File: src/rtl/sreg_pkg.sv
package sreg_pkg;
  localparam int FRAME_W = 16;
  localparam int DATA_W  = FRAME_W - 2;

  typedef enum logic [1:0] {
    ADR_NONE = 2'b00,
    ADR_TEST = 2'b01,
    ADR_CAL  = 2'b10,
    ADR_CTL  = 2'b11
  } addr_e;

  // field order is the bit order of control word bits 9:0
  typedef struct packed {
    logic [1:0] pwr;
    logic [1:0] rd_sel;
    logic       if_mode;
    logic       conv_req;
    logic       cal_mode;
    logic [1:0] cal_sel;
    logic       cal_req;
  } ctl_t;
endpackage

File: src/rtl/sreg_ctl.sv
module sreg_ctl
  import sreg_pkg::*;
(
  input  logic              clk_i,
  input  logic              rst_ni,
  input  logic              wr_i,
  input  logic [DATA_W-1:0] wdata_i,
  input  logic              conv_done_i,
  input  logic              cal_done_i,
  input  logic              read_done_i,
  output ctl_t              ctl_o,
  output logic              err_o
);
  ctl_t ctl_q;
  logic err_q;

  always_ff @(posedge clk_i or negedge rst_ni) begin
    if (!rst_ni) begin
      ctl_q <= '0;
      err_q <= 1'b0;
    end else begin
      err_q <= wr_i && (|wdata_i[DATA_W-1:10]);
      if (wr_i) begin
        ctl_q <= ctl_t'(wdata_i[9:0]);
      end else begin
        if (conv_done_i) ctl_q.conv_req <= 1'b0;
        if (cal_done_i)  ctl_q.cal_req  <= 1'b0;
        if (read_done_i) ctl_q.if_mode  <= 1'b0;
      end
    end
  end

  assign ctl_o = ctl_q;
  assign err_o = err_q;
endmodule

File: src/rtl/sreg_cal_bank.sv
module sreg_cal_bank #(
  parameter int SEL_W  = 2,
  parameter int DATA_W = 14
) (
  input  logic              clk_i,
  input  logic              rst_ni,
  input  logic              wr_i,
  input  logic [SEL_W-1:0]  sel_i,
  input  logic [DATA_W-1:0] wdata_i,
  output logic [DATA_W-1:0] rdata_o
);
  localparam int N = 1 << SEL_W;

  logic [DATA_W-1:0] coef_q [N];

  for (genvar g = 0; g < N; g++) begin : g_slot
    always_ff @(posedge clk_i or negedge rst_ni) begin
      if (!rst_ni)                           coef_q[g] <= '0;
      else if (wr_i && sel_i == SEL_W'(g))   coef_q[g] <= wdata_i;
    end
  end

  assign rdata_o = coef_q[sel_i];
endmodule

File: src/rtl/sreg_rd_mux.sv
module sreg_rd_mux
  import sreg_pkg::*;
#(
  parameter int RES_W = 12
) (
  input  ctl_t               ctl_i,
  input  logic [RES_W-1:0]   result_i,
  input  logic [DATA_W-1:0]  test_i,
  input  logic [DATA_W-1:0]  cal_i,
  input  logic               busy_i,
  output logic [FRAME_W-1:0] word_o
);
  logic [FRAME_W-1:0] status;

  always_comb begin
    status       = '0;
    status[14]   = busy_i;
    status[9:8]  = ctl_i.pwr;
    status[7:6]  = 2'b11;
    status[5:0]  = ctl_i[5:0];
  end

  always_comb begin
    unique case (ctl_i.rd_sel)
      2'b00:   word_o = FRAME_W'(result_i);
      2'b01:   word_o = {2'b00, test_i};
      2'b10:   word_o = {2'b00, cal_i};
      default: word_o = status;
    endcase
  end
endmodule

File: src/rtl/sreg_bank.sv
module sreg_bank
  import sreg_pkg::*;
#(
  parameter int RES_W = 12
) (
  input  logic               clk_i,
  input  logic               rst_ni,
  input  logic [15:0]        frame_i,
  input  logic               frame_valid_i,
  input  logic               read_done_i,
  input  logic [RES_W-1:0]   result_i,
  input  logic               busy_i,
  input  logic               conv_done_i,
  input  logic               cal_done_i,
  output logic [15:0]        rd_word_o,
  output logic [1:0]         pwr_mode_o,
  output logic [1:0]         rd_sel_o,
  output logic               if_mode_o,
  output logic               conv_req_o,
  output logic               cal_mode_o,
  output logic [1:0]         cal_sel_o,
  output logic               cal_req_o,
  output logic [13:0]        test_o,
  output logic               ctl_err_o
);
  localparam int CAL_SEL_W = 2;

  addr_e             addr;
  logic [DATA_W-1:0] wdata;
  logic              wr_ctl, wr_test, wr_cal;
  ctl_t              ctl;
  logic [DATA_W-1:0] test_q, cal_rd;

  assign addr    = addr_e'(frame_i[FRAME_W-1 -: 2]);
  assign wdata   = frame_i[DATA_W-1:0];
  assign wr_ctl  = frame_valid_i && addr == ADR_CTL;
  assign wr_test = frame_valid_i && addr == ADR_TEST;
  // coefficient access is locked while a calibration is pending
  assign wr_cal  = frame_valid_i && addr == ADR_CAL && !ctl.cal_req;

  always_ff @(posedge clk_i or negedge rst_ni) begin
    if (!rst_ni)      test_q <= '0;
    else if (wr_test) test_q <= wdata;
  end

  sreg_ctl u_ctl (
    .clk_i       (clk_i),
    .rst_ni      (rst_ni),
    .wr_i        (wr_ctl),
    .wdata_i     (wdata),
    .conv_done_i (conv_done_i),
    .cal_done_i  (cal_done_i),
    .read_done_i (read_done_i),
    .ctl_o       (ctl),
    .err_o       (ctl_err_o)
  );

  sreg_cal_bank #(.SEL_W(CAL_SEL_W), .DATA_W(DATA_W)) u_cal (
    .clk_i   (clk_i),
    .rst_ni  (rst_ni),
    .wr_i    (wr_cal),
    .sel_i   (ctl.cal_sel),
    .wdata_i (wdata),
    .rdata_o (cal_rd)
  );

  sreg_rd_mux #(.RES_W(RES_W)) u_mux (
    .ctl_i    (ctl),
    .result_i (result_i),
    .test_i   (test_q),
    .cal_i    (cal_rd),
    .busy_i   (busy_i),
    .word_o   (rd_word_o)
  );

  assign pwr_mode_o = ctl.pwr;
  assign rd_sel_o   = ctl.rd_sel;
  assign if_mode_o  = ctl.if_mode;
  assign conv_req_o = ctl.conv_req;
  assign cal_mode_o = ctl.cal_mode;
  assign cal_sel_o  = ctl.cal_sel;
  assign cal_req_o  = ctl.cal_req;
  assign test_o     = test_q;
endmodule

File: config.mk
export PLATFORM = sky130hd
export DESIGN_NAME = sreg_bank
export DESIGN_NICKNAME = d
export VERILOG_FILES = /design/src/rtl/sreg_pkg.sv /design/src/rtl/sreg_ctl.sv /design/src/rtl/sreg_cal_bank.sv /design/src/rtl/sreg_rd_mux.sv /design/src/rtl/sreg_bank.sv
export SDC_FILE = /design/constraint.sdc
export NUM_CORES = 1
export LEC_CHECK = 0
export ABC_AREA = 0
export BUFFER_PORTS_ARGS = -buffer_cell sky130_fd_sc_hd__clkbuf_2
export CAP_MARGIN = 40
export CELL_PAD_IN_SITES_DETAIL_PLACEMENT = 0
export CELL_PAD_IN_SITES_GLOBAL_PLACEMENT = 1
export CORE_MARGIN = 2
export CORE_UTILIZATION = 42
export CTS_CLUSTER_SIZE = 28
export DETAILED_ROUTE_END_ITERATION = 10
export PLACE_DENSITY = 0.75
export SLEW_MARGIN = 10
export SYNTH_ARGS = -nofsm -noshare
export SYNTH_HDL_FRONTEND = slang
export SYNTH_SLANG_ARGS = --single-unit
File: constraint.sdc
create_clock -name clk_i -period 2.98 [get_ports clk_i]
set_input_delay 0.298 -clock clk_i [delete_from_list [all_inputs] [get_ports clk_i]]
set_output_delay 0.298 -clock clk_i [all_outputs]
set_load 0.05 [all_outputs]
==> results.sh <==
export IMPL_run_status="completed"
export IMPL_drt_iter0_drc=147
export IMPL_overflow=0
export IMPL_detail_route_wirelength_mm=8.240
export IMPL_highest_clock_rate_mhz=399.5
export IMPL_leakagePower_nw=2.078
export IMPL_netlist_area_um2=3692
export IMPL_post_synth_xor_area_fraction_pct=0
export IMPL_ys_dominant_reg_cell="dfrtp_1"
export IMPL_routed_via_density=5.411
export IMPL_longest_individual_stage_delay_on_the_worst_path_ps=670
export IMPL_synth_simple_gate_area_share_pct=6.066
export IMPL_layout_cells_most_common="dfrtp_1"
export IMPL_drv_slew=0
export IMPL_arrival_ps=2200
export IMPL_clock_tree_root_driver_cell="clkbuf_8"
export IMPL_design_power_total_mw=3.988
export IMPL_synth_area_mux_share_pct=31.65
export IMPL_slowest_stage="dfrtp_1"
export IMPL_layout_cells_most_common_list="dfrtp_1, mux2_2, clkbuf_2"
export IMPL_hpwlAfterDp_mm=5.731
export IMPL_endpoint_kind="primary output"
export IMPL_power_density_nw_per_um2=899.2
export IMPL_cp_cell_sequence="nor2b_1 -> buf_4 -> a222oi_1 -> nand2_1 -> clkbuf_2"
export IMPL_die_area_um2=9557
export IMPL_synthCells=255
export IMPL_grt_pass1_vias=2500
export IMPL_worst_ir_drop_vdd_mv=0.3711
export IMPL_syn_num_nets=290
export IMPL_post_route_drc_count=0
export IMPL_grt_util_all_layers_pct=18.59
export IMPL_grt_antenna_before_repair=0
export IMPL_diodes=0
export IMPL_start_util_pct=42.76
export IMPL_clock_sink_count=81
export IMPL_top_level_ports=76
export IMPL_timing_max_cap_violations=0
export IMPL_yosys_warnings=0
export IMPL_min_period_ps=2503
export IMPL_die_y_um=97.76
export IMPL_num_nets_final=371
export IMPL_synth_edff_count=0
export IMPL_period_share_pct=83.99
export IMPL_timing_final_setup_violations=0
export IMPL_htree_num_levels=3
export IMPL_async_set_or_reset_register_ratio_after_synthesis_pct=100.0
export IMPL_worstSkewPairLatency_ps=360
export IMPL_adder_cell_area_share_of_the_yosys_netlist_pct=0
export IMPL_largest_net_degree_at_the_start_of_global_routing=61
export IMPL_ant_nets=0
export IMPL_final_clock_skew_ps=6.971
export IMPL_setup_total_negative_slack_ps=0
export IMPL_firstDrtPassIters=5
export IMPL_cts_buffers=9
export IMPL_share_of_the_yosys_chip_area_belonging_to_registers_pct=54.90
export IMPL_crit_family="flip-flops"
export IMPL_gp_routability_congestion=0.7458
export IMPL_drive_above_1_share_pct=55.29
export IMPL_finalHoldViolations=0
export IMPL_grt_pass1_wl_mm=13.55
export IMPL_timing_critical_path_fanout_max=15
export IMPL_clock_tree_from_tritoncts="built"
export IMPL_routed_wire_length_per_instance_um=18.39
export IMPL_worstHoldPathType="in2reg"
export IMPL_rsz0062_at_grt="no"
export IMPL_worstSetupPathType="reg2out"
export IMPL_synth_top_family_by_area="multiplexers"
export IMPL_post_synth_num_cell_types=26
export IMPL_max_slew_margin_rel_pct=47.29
export IMPL_cts_setup_buffers=0
export IMPL_synth_compound_area_share_pct=4.405
export IMPL_synth_area_per_cell_um2=14.48
export IMPL_num_vias=2424
export IMPL_required_time_of_the_critical_path_ps=2680
export IMPL_core_area_um2=8636
export IMPL_cts_clk_slew_worst_paths_ps=80
export IMPL_synth_seq_cells=81
export IMPL_port_buffers=74
export IMPL_pre_cts_slack_ps=836.7
export IMPL_fillCellCount=765
export IMPL_deepest_clock_path_buffer_count=2
export IMPL_start_kind="flop"
export IMPL_dieWidth_um=97.76
export IMPL_worst_slack_ps=477.1
export IMPL_worst_slew_pin_transition_ps=788.2
export IMPL_critical_path_n_buffers_inverters=2
export IMPL_rows=34
export IMPL_area_growth_synth_to_final_pct=20.13
[report_power, final]
group,total [mW],switching [mW],internal (mW),leakage [nW]
clock network,0.866,0.376,0.490,0.106
logic,1.41,0.784,0.629,0.977
registers,1.71,0.231,1.48,0.995
[synth_stat cells (4+ instances only)]
| cell type | n | area share (%) |
|---|---|---|
| a222oi_1 | 8 | 2.2 |
| buf_2 | 4 | 0.54 |
| buf_4 | 6 | 1.2 |
| dfrtp_1 | 81 | 55 |
| mux2_2 | 74 | 23 |
| mux4_2 | 14 | 8.5 |
| nand2_1 | 21 | 2.1 |
| nand3b_1 | 6 | 1.2 |
| nor2_1 | 4 | 0.41 |
| nor2b_1 | 4 | 0.68 |
| o21ai_0 | 8 | 1.1 |
[worst reg2reg max path: cells and delay by family (launching register included)]
kind | cells | cell delay [ps]
DFF | 1 | 780
muxes | 1 | 510
and+or+nand+nor | 1 | 700
[cells by family after synthesis]
group,after synthesis
AOI/OAI and AO/OA,22
buffers and inverters,19
DFF,81
muxes,90
other,1
and+or+nand+nor,42
[timing repair]
item | 4_1_cts | 5_1_grt
hold buffers | 1 | 0
hold endpoints to repair | 21 | 0
resized for setup | 0 | 0
[path summary, 6_finish.rpt]
check	startpoint	end	slack, ps	cells after the start
worst min-delay path	read_done_i	u_ctl.ctl_o[5]	210	3
worst max register to register	u_ctl.ctl_o[2]	u_cal.coef_q[22]	890	2
worst max-delay path	u_ctl.ctl_o[6]	rd_word_o[5]	480	5
max in group asynchronous	rst_ni	u_cal.coef_q[32]	2020	3
min in group asynchronous	rst_ni	test_o[10]	380	2
worst min register to register	u_cal.coef_q[51]	u_cal.coef_q[51]	510	1
[area by class of cell]
type | instances | area (µm²) | area share [%]
sequential | 81 | 2027 | 45.70
multi-input combinational | 155 | 1559 | 35.15
timing repair buffer | 86 | 493.0 | 11.11
clock buffer | 12 | 145.1 | 3.272
tap | 108 | 135.1 | 3.047
clock inverter | 3 | 65.06 | 1.467
inverter | 3 | 11.26 | 0.2539
[metrics by stage]
| stage | cells | hold WS (ps) | instance area (µm²) | utilization (%) |
|---|---|---|---|---|
| floorplan | 255 | 2.409 | 3692 | - |
| global placement | 430 | 482.3 | 4173 | 48.32 |
| detailed placement | 432 | 214.7 | 4215 | 48.81 |
| CTS | 448 | 198.0 | 4436 | 51.36 |
| global route | 448 | 211.6 | 4436 | 51.36 |
| finish | 448 | 206.2 | 4436 | 51.36 |
[registers in the layout, indices dropped and copies added (netlist names)]
signal,count
u_ctl.err_o,1
test_o,14
u_ctl.ctl_o,10
u_cal.coef_q,56
[layer usage]
metal,part of all wire [%],vias up,track usage [%]
li1,-,1108,-
met1,43,1254,24.58
met2,51,51,29.92
met3,4.1,11,4.152
met4,1.4,0,7.692
met5,0,-,0
(Power assumes the default switching activity.)
